==> config.mk <==
export PLATFORM = sky130hd
export DESIGN_NAME = cbmt_ctrl
export DESIGN_NICKNAME = d
export VERILOG_FILES = /design/src/rtl/cbmt_pkg.sv /design/src/rtl/cbmt_pattern_gen.sv /design/src/rtl/cbmt_addr_seq.sv /design/src/rtl/cbmt_read_check.sv /design/src/rtl/cbmt_ctrl.sv
export SDC_FILE = /design/constraint.sdc
export NUM_CORES = 1
export LEC_CHECK = 0
export ABC_AREA = 0
export ABC_CLOCK_PERIOD_IN_PS = 2900
export BUFFER_PORTS_ARGS = -buffer_cell sky130_fd_sc_hd__buf_2
export CAP_MARGIN = 20
export CORE_MARGIN = 8
export CORE_UTILIZATION = 59
export CTS_CLUSTER_SIZE = 10
export DETAILED_ROUTE_END_ITERATION = 10
export PLACE_DENSITY = 0.85
export SYNTH_ARGS = -nofsm -noshare
export SYNTH_HDL_FRONTEND = slang
export SYNTH_HIERARCHICAL = 1
export SYNTH_SLANG_ARGS = --single-unit
==> constraint.sdc <==
create_clock -name clk -period 2.9 [get_ports clk]
set_input_delay 0.58 -clock clk [delete_from_list [all_inputs] [get_ports clk]]
set_output_delay 0.58 -clock clk [all_outputs]
set_load 0.02 [all_outputs]
==> src/rtl/cbmt_pkg.sv <==
package cbmt_pkg;

  typedef enum logic [2:0] {
    ST_IDLE,
    ST_FILL1,
    ST_VER1,
    ST_FILL2,
    ST_VER2,
    ST_DONE
  } cbmt_state_e;

  // Bit idx of the alternating pattern: with use_aa set the odd bits are 1,
  // otherwise the even bits are 1.
  function automatic logic pat_bit(input logic use_aa, input int unsigned idx);
    logic odd_bit;
    odd_bit = (idx % 2) != 0;
    return odd_bit == use_aa;
  endfunction

endpackage

==> src/rtl/cbmt_pattern_gen.sv <==
module cbmt_pattern_gen #(
  parameter int DATA_W = 8
) (
  input  logic              pass2_i,
  input  logic              odd_i,
  output logic [DATA_W-1:0] pat_o
);
  logic use_aa;
  assign use_aa = pass2_i ^ odd_i;

  for (genvar i = 0; i < DATA_W; i++) begin : g_bit
    assign pat_o[i] = cbmt_pkg::pat_bit(use_aa, i);
  end
endmodule

==> src/rtl/cbmt_addr_seq.sv <==
module cbmt_addr_seq #(
  parameter int DEPTH = 64,
  parameter int CNT_W = 7
) (
  input  logic             clk,
  input  logic             rst_n,
  input  logic             clr_i,
  input  logic             inc_i,
  output logic [CNT_W-1:0] cnt_o,
  output logic             last_o,
  output logic             end_o
);
  always_ff @(posedge clk or negedge rst_n) begin
    if (!rst_n)     cnt_o <= '0;
    else if (clr_i) cnt_o <= '0;
    else if (inc_i) cnt_o <= cnt_o + 1'b1;
  end

  assign last_o = (cnt_o == CNT_W'(DEPTH - 1));
  assign end_o  = (cnt_o == CNT_W'(DEPTH));
endmodule

==> src/rtl/cbmt_read_check.sv <==
module cbmt_read_check #(
  parameter int ADDR_W = 6,
  parameter int DATA_W = 8
) (
  input  logic              clk,
  input  logic              rst_n,
  input  logic              clr_i,
  input  logic              issue_i,
  input  logic [ADDR_W-1:0] addr_i,
  input  logic [DATA_W-1:0] exp_i,
  input  logic [DATA_W-1:0] rdata_i,
  output logic              mismatch_o,
  output logic              fail_o,
  output logic [ADDR_W-1:0] fail_addr_o,
  output logic [DATA_W-1:0] fail_exp_o,
  output logic [DATA_W-1:0] fail_got_o
);
  logic              vld_q;
  logic [ADDR_W-1:0] addr_q;
  logic [DATA_W-1:0] exp_q;

  // Read data belongs to the address issued one cycle earlier.
  assign mismatch_o = vld_q && (rdata_i != exp_q);

  always_ff @(posedge clk or negedge rst_n) begin
    if (!rst_n) begin
      vld_q  <= 1'b0;
      addr_q <= '0;
      exp_q  <= '0;
    end else begin
      vld_q <= issue_i && !mismatch_o && !clr_i;
      if (issue_i) begin
        addr_q <= addr_i;
        exp_q  <= exp_i;
      end
    end
  end

  always_ff @(posedge clk or negedge rst_n) begin
    if (!rst_n) begin
      fail_o      <= 1'b0;
      fail_addr_o <= '0;
      fail_exp_o  <= '0;
      fail_got_o  <= '0;
    end else if (clr_i) begin
      fail_o      <= 1'b0;
      fail_addr_o <= '0;
      fail_exp_o  <= '0;
      fail_got_o  <= '0;
    end else if (mismatch_o && !fail_o) begin
      fail_o      <= 1'b1;
      fail_addr_o <= addr_q;
      fail_exp_o  <= exp_q;
      fail_got_o  <= rdata_i;
    end
  end
endmodule

==> src/rtl/cbmt_ctrl.sv <==
module cbmt_ctrl #(
  parameter int DEPTH  = 64,
  parameter int DATA_W = 8,
  localparam int ADDR_W = (DEPTH > 1) ? $clog2(DEPTH) : 1
) (
  input  logic              clk,
  input  logic              rst_n,
  input  logic              start_i,
  output logic              busy_o,
  output logic              done_o,
  output logic              fail_o,
  output logic [ADDR_W-1:0] fail_addr_o,
  output logic [DATA_W-1:0] fail_exp_o,
  output logic [DATA_W-1:0] fail_got_o,
  output logic [ADDR_W-1:0] mem_addr_o,
  output logic [DATA_W-1:0] mem_wdata_o,
  output logic              mem_we_o,
  input  logic [DATA_W-1:0] mem_rdata_i
);
  import cbmt_pkg::*;

  localparam int CNT_W = ADDR_W + 1;

  cbmt_state_e      state_q, state_d;
  logic [CNT_W-1:0] cnt;
  logic             cnt_last, cnt_end;
  logic             start_acc, in_fill, in_ver, pass2, issue_rd;
  logic             seq_clr, seq_inc, mismatch;
  logic [DATA_W-1:0] pat;

  assign start_acc = start_i && ((state_q == ST_IDLE) || (state_q == ST_DONE));
  assign in_fill   = (state_q == ST_FILL1) || (state_q == ST_FILL2);
  assign in_ver    = (state_q == ST_VER1)  || (state_q == ST_VER2);
  assign pass2     = (state_q == ST_FILL2) || (state_q == ST_VER2);
  assign issue_rd  = in_ver && !cnt_end;

  assign seq_clr = start_acc || (in_fill && cnt_last) || (in_ver && cnt_end);
  assign seq_inc = in_fill || issue_rd;

  cbmt_addr_seq #(.DEPTH(DEPTH), .CNT_W(CNT_W)) u_seq (
    .clk    (clk),
    .rst_n  (rst_n),
    .clr_i  (seq_clr),
    .inc_i  (seq_inc),
    .cnt_o  (cnt),
    .last_o (cnt_last),
    .end_o  (cnt_end)
  );

  cbmt_pattern_gen #(.DATA_W(DATA_W)) u_pat (
    .pass2_i (pass2),
    .odd_i   (cnt[0]),
    .pat_o   (pat)
  );

  cbmt_read_check #(.ADDR_W(ADDR_W), .DATA_W(DATA_W)) u_chk_rd (
    .clk         (clk),
    .rst_n       (rst_n),
    .clr_i       (start_acc),
    .issue_i     (issue_rd),
    .addr_i      (cnt[ADDR_W-1:0]),
    .exp_i       (pat),
    .rdata_i     (mem_rdata_i),
    .mismatch_o  (mismatch),
    .fail_o      (fail_o),
    .fail_addr_o (fail_addr_o),
    .fail_exp_o  (fail_exp_o),
    .fail_got_o  (fail_got_o)
  );

  always_comb begin
    state_d = state_q;
    unique case (state_q)
      ST_IDLE, ST_DONE: if (start_acc) state_d = ST_FILL1;
      ST_FILL1:         if (cnt_last)  state_d = ST_VER1;
      ST_VER1: begin
        if (mismatch)     state_d = ST_DONE;
        else if (cnt_end) state_d = ST_FILL2;
      end
      ST_FILL2:         if (cnt_last)  state_d = ST_VER2;
      ST_VER2: begin
        if (mismatch || cnt_end) state_d = ST_DONE;
      end
      default:          state_d = ST_IDLE;
    endcase
  end

  always_ff @(posedge clk or negedge rst_n) begin
    if (!rst_n) state_q <= ST_IDLE;
    else        state_q <= state_d;
  end

  assign mem_addr_o  = cnt[ADDR_W-1:0];
  assign mem_we_o    = in_fill;
  assign mem_wdata_o = pat;
  assign busy_o      = in_fill || in_ver;
  assign done_o      = (state_q == ST_DONE);
endmodule

After elaboration in Yosys (flattened, before gate mapping)
Index checks and enable logic that the tools add are counted.

cells by class
  add/subtract/negate cells = 1
  equality and inequality tests = 13
  muxes and demuxes = 17
  bitwise operators = 2
  reduce and logical (&&, ||, !) cells = 26

operators with widths
  operator                                       count
  two-way mux 8 bit                              4
  two-way mux 3 bit                              6
  one-hot mux 3 bit (5 select lines)             1
  two-way mux 7 bit                              2
  two-way mux 6 bit                              2
  logical OR 1 bit                               9
  logical AND 1 bit                              8
  != test 8 bit                                  1
  adder 7 x 1 -> 7 bit, second input constant    1
  == test 7 x 6 -> 1 bit, second input constant  1
  == test 7 bit, second input constant           1
  == test 3 x 2 -> 1 bit, second input constant  2
  == test 3 bit, second input constant           2
  != test 2 bit, second input constant           3
  AND reduction 5 bit                            1
  zero test 1 bit                                4
  nonzero test 2 bit                             2
  == test 3 x 1 -> 1 bit, second input constant  1
  zero test 3 bit                                1
  != test 3 bit, second input constant           1
  two-way mux 1 bit                              2
  != test 2 x 1 -> 1 bit, second input constant  1
  OR reduction 2 bit                             1
  inverter 1 bit                                 1
  XOR 1 bit                                      1

storage, ports and cells
  bits in registers = 48
  bits of input ports = 11
  output and inout port bits = 40
  logic and storage cells = 68

Longest topological paths before layout
  word-level depth = 6
  mapped depth = 8
  mapped depth without buffers = 8

Hierarchy
Netlist, hierarchy kept.

by module, submodules not included
  module            times used  cells an instance  area an instance (um2)
  cbmt_read_check   1           142                1790.5
  cbmt_addr_seq     1           35                 350.3
  cbmt_ctrl         1           39                 296.5
  cbmt_pattern_gen  1           9                  70.1

Worst setup path before layout
Ideal clock, no wire load.

  path type = reg-to-output
  start = register state_q[0]
  end = output port mem_wdata_o[2]
  arrival = 1.828 ns
  slack = 0.492 ns
  cell stages (with the launch flop) = 7
  cell sequence = dfrtp_1 buf_2 and2b_1 nand2_1 o21ai_0 xnor2_1 buf_4

on the way
  longest elaborated chain between the ends = 4
  elaborated cells between the ends (all ways) = 5

RTL lines
  element                                                  RTL line               text
  start, declared                                          cbmt_ctrl.sv:24        cbmt_state_e state_q, state_d;
  start signal, assigned                                   cbmt_ctrl.sv:90        else state_q <= state_d;
  == test 3 x 2 -> 1 bit or == test 3 bit (tied branches)  cbmt_ctrl.sv:34        assign pass2 = (state_q == ST_FILL2) || (state_q == ST_VER2);
  logical OR 1 bit (*)                                     cbmt_ctrl.sv:34
  named net pass2                                          cbmt_ctrl.sv:27        logic start_acc, in_fill, in_ver, pass2, issue_rd;
  XOR 1 bit (*)                                            cbmt_pattern_gen.sv:9  assign use_aa = pass2_i ^ odd_i;
  inverter 1 bit (*)                                       n/a
  end, declared                                            cbmt_ctrl.sv:16        output logic [DATA_W-1:0] mem_wdata_o,

The timed path passes the listed nets; every way through them passes the cells marked *.

Worst setup path in the final report
  start = register state_q[0]
  end = output port mem_wdata_o[7]

on the way
  longest elaborated chain between the ends = 3
  elaborated cells between the ends (all ways) = 4

RTL lines
  element                                                  RTL line
  == test 3 x 2 -> 1 bit or == test 3 bit (tied branches)  cbmt_ctrl.sv:34
  logical OR 1 bit (*)                                     cbmt_ctrl.sv:34
  named net pass2                                          cbmt_ctrl.sv:27
  XOR 1 bit (*)                                            cbmt_pattern_gen.sv:9

Marked as above.

==> qor.yml <==
run_status:
  outcome: "finished clean"
worst_setup_path:
  crit_fanout: 12
  endpoint_kind: "output port"
  cp-start-kind: "flip-flop"
  worstPathArrival_ns: 2.13
  crit_required_ns: 2.32
  path_class: "flip-flop to output port"
die:
  die_y_microns: 81.2
  coreArea_sq_mm: 0.00406
  die_x_microns: 81.2
  rows: 23
  io-pin-count: 51
  start_util: 0.618
  dieArea_sq_mm: 0.00659
logic_synthesis:
  avgSynthCellArea_sq_um: 11.1
  synth_top_area_frac: 0.479
  synth_edf_count: 0
  ys_types: 34
  synth_area_leaders: "dfrtp_1 (48%), nand2b_1 (12%), mux2i_1 (10%)"
  yosys.area.top_type: "dfrtp_1"
  synthesis.area_sq_mm: 0.00251
  ys_seq_area_frac: 0.479
  syn_inst: 225
  yosysWarnings: 6
  synth_flop_cell: "dfrtp_1"
  async_reset_ff_frac: 1.00
  syn_nets: 238
  synthTopCellsByCount: "dfrtp_1 (48), nand2b_1 (48), mux2i_1 (25), mux2_2 (15), xor2_1 (12)"
  yosys_register_bits: 48
routing:
  routed-via-count: 1703
  drtPass1Iterations: 4
  routed_via_density: 5.36
  first_iter_violations: 141
  drt-total-wl_microns: 5090
  post_drt_wl_per_cell_microns: 16.0
  drc: 0
  antenna_left: 0
sta:
  fin_skew_ns: 0.00334
  fmax_mhz: 369
  tns_ns: 0
  maxSlewViolCount: 0
  worstMarginPinSlew_ns: 0.640
  fin_hold_ws_ns: 0.248
  period_share: 0.934
  period_minus_slack_ns: 2.71
  maxSlewHeadroom: 0.569
  final_hold_viol_count: 0
  rsz0062_at_grt: "no"
  setup_viol: 0
job:
  drv_cap: 0
placement:
  io_buffers: 50
  dpl.hpwl_microns: 3650
  globalplace.congestion: 0.820
global_route:
  grt_pass1_vias: 1767
  antenna_found_initial: 0
  grt_use_total: 0.165
  grt_max_degree: 47
  grt-ovfl-total: 0
  grt_first_pass_wirelength_microns: 8410
clocking:
  cts_tree: "yes"
  cts_made_buffers: 5
  cts_setup_buffers: 0
  clk_pin_slew_ns: 0.08
  cts_max_path_buffers: 2
  clock_sinks: 48
  clk_latency_ns: 0.29
  h-tree-depth: 2
  cts_root_buffer: "clkbuf_8"
cells_and_area:
  antenna_cells: 0
  nNetsFinal: 280
  drive_gt1_frac: 0.317
  area_growth_pct: 14.0
pwr:
  ir_worst_vdd_mv: 0.454
  powerDensity_mw_per_mm2: 827
  p_leak_uw: 0.00133
hold_path:
  hold_path.class: "input port to async pin"
-- layout by cell type (no fill, tap or decap), drive strengths merged, types with 2 or more instances in the layout --
cell and count:
or3 2, xor2 12, nor3b 3, dfrtp 48
mux2i 25, xnor2 4, nor3 3, nor2 8
clkbuf 6, o21ai 3, o22ai 2, nor4 3
mux2 15, buf 54, nand2 6, nand4 3
ha 2, a21oi 7, nand2b 48, inv 3
-- layer usage --
metal / part of all wire / vias up / GRT usage / wire [microns]
met3: 0.050 / 2 / 0.0442 / 257
met1: 0.43 / 844 / 0.200 / 2180
met5: 0 / - / 0 / 0
li1: - / 826 / - / -
met2: 0.52 / 31 / 0.279 / 2630
met4: 0.0043 / 0 / 0.0518 / 22
-- per-stage QoR --
stage                util  worst slack (ns)  total power [uW]  cell area (sq um)  std cells
detailed placement  0.674             0.407              1900               2740        310
global placement    0.674             0.495              1860               2740        310
floorplan               -             0.492              1690               2510        225
CTS                 0.701            0.0591              2370               2840        318
global route        0.705            0.0384              2520               2860        318
finish              0.705             0.190              2360               2860        318
-- cells by family after synthesis --
kind of cell / Yosys count / share of synthesized area
mux: 40 / 0.167
xor+xnor: 16 / 0.0559
simple gates: 81 / 0.196
buf+inv: 22 / 0.0524
compound gates: 16 / 0.0394
flops: 48 / 0.479
fa+ha+maj: 2 / 0.00998
-- worst max-delay path: stages, from the launching register on --
cell      delay [ns]
dfrtp_1         0.52
nand2b_1        0.22
o21ai_0         0.51
xor2_2          0.33
buf_2           0.24
-- repair_timing --
| item | 4_1_cts | 5_1_grt |
|---|---|---|
| gates resized for setup | 0 | 3 |
| hold buffers | 0 | 0 |
| setup endpoints to repair | 0 | 8 |
-- registers in the layout, indices dropped and copies added (netlist names) --
register and flops:
u_seq/cnt_o 7, u_chk_rd/fail_got_o 8, state_q 3, u_chk_rd/fail_addr_o 6, u_chk_rd/fail_o 1, u_chk_rd/vld_q 1
u_chk_rd/exp_q 8, u_chk_rd/addr_q 6, u_chk_rd/fail_exp_o 8
-- power breakdown --
| group | internal (uW) | switching [uW] | total [uW] |
|---|---|---|---|
| combinational | 346 | 582 | 928 |
| clock | 256 | 214 | 470 |
| sequential | 799 | 167 | 966 |
| total | 1400 | 963 | 2360 |
-- final timing paths --
check                              startpoint                     end  slack, ns  depth (start not counted)
setup / recovery                   state_q[0]          mem_wdata_o[7]       0.19                          4
hold / removal                          rst_n  u_chk_rd/fail_exp_o[0]       0.25                          1
setup reg to reg               u_seq/cnt_o[0]          u_seq/cnt_o[5]       0.65                          8
hold reg to reg            u_chk_rd/addr_q[2]      u_chk_rd/addr_q[2]       0.53                          1
max in group asynchronous               rst_n       u_chk_rd/exp_q[1]       1.92                          2
min in group clk           u_chk_rd/addr_q[2]      u_chk_rd/addr_q[2]       0.53                          1
-- layout make-up --
type                            instances  area [sq um]
Timing Repair Buffer                   54           280
Clock inverter                          2          35.0
Fill cell                             324          1200
Clock buffer                            6          72.6
Multi-Input combinational cell        155          1190
Inverter                                3          11.3
Sequential cell                        48          1200
Tap cell                               50          62.6
Note: power is estimated with default switching activity, not from simulation.
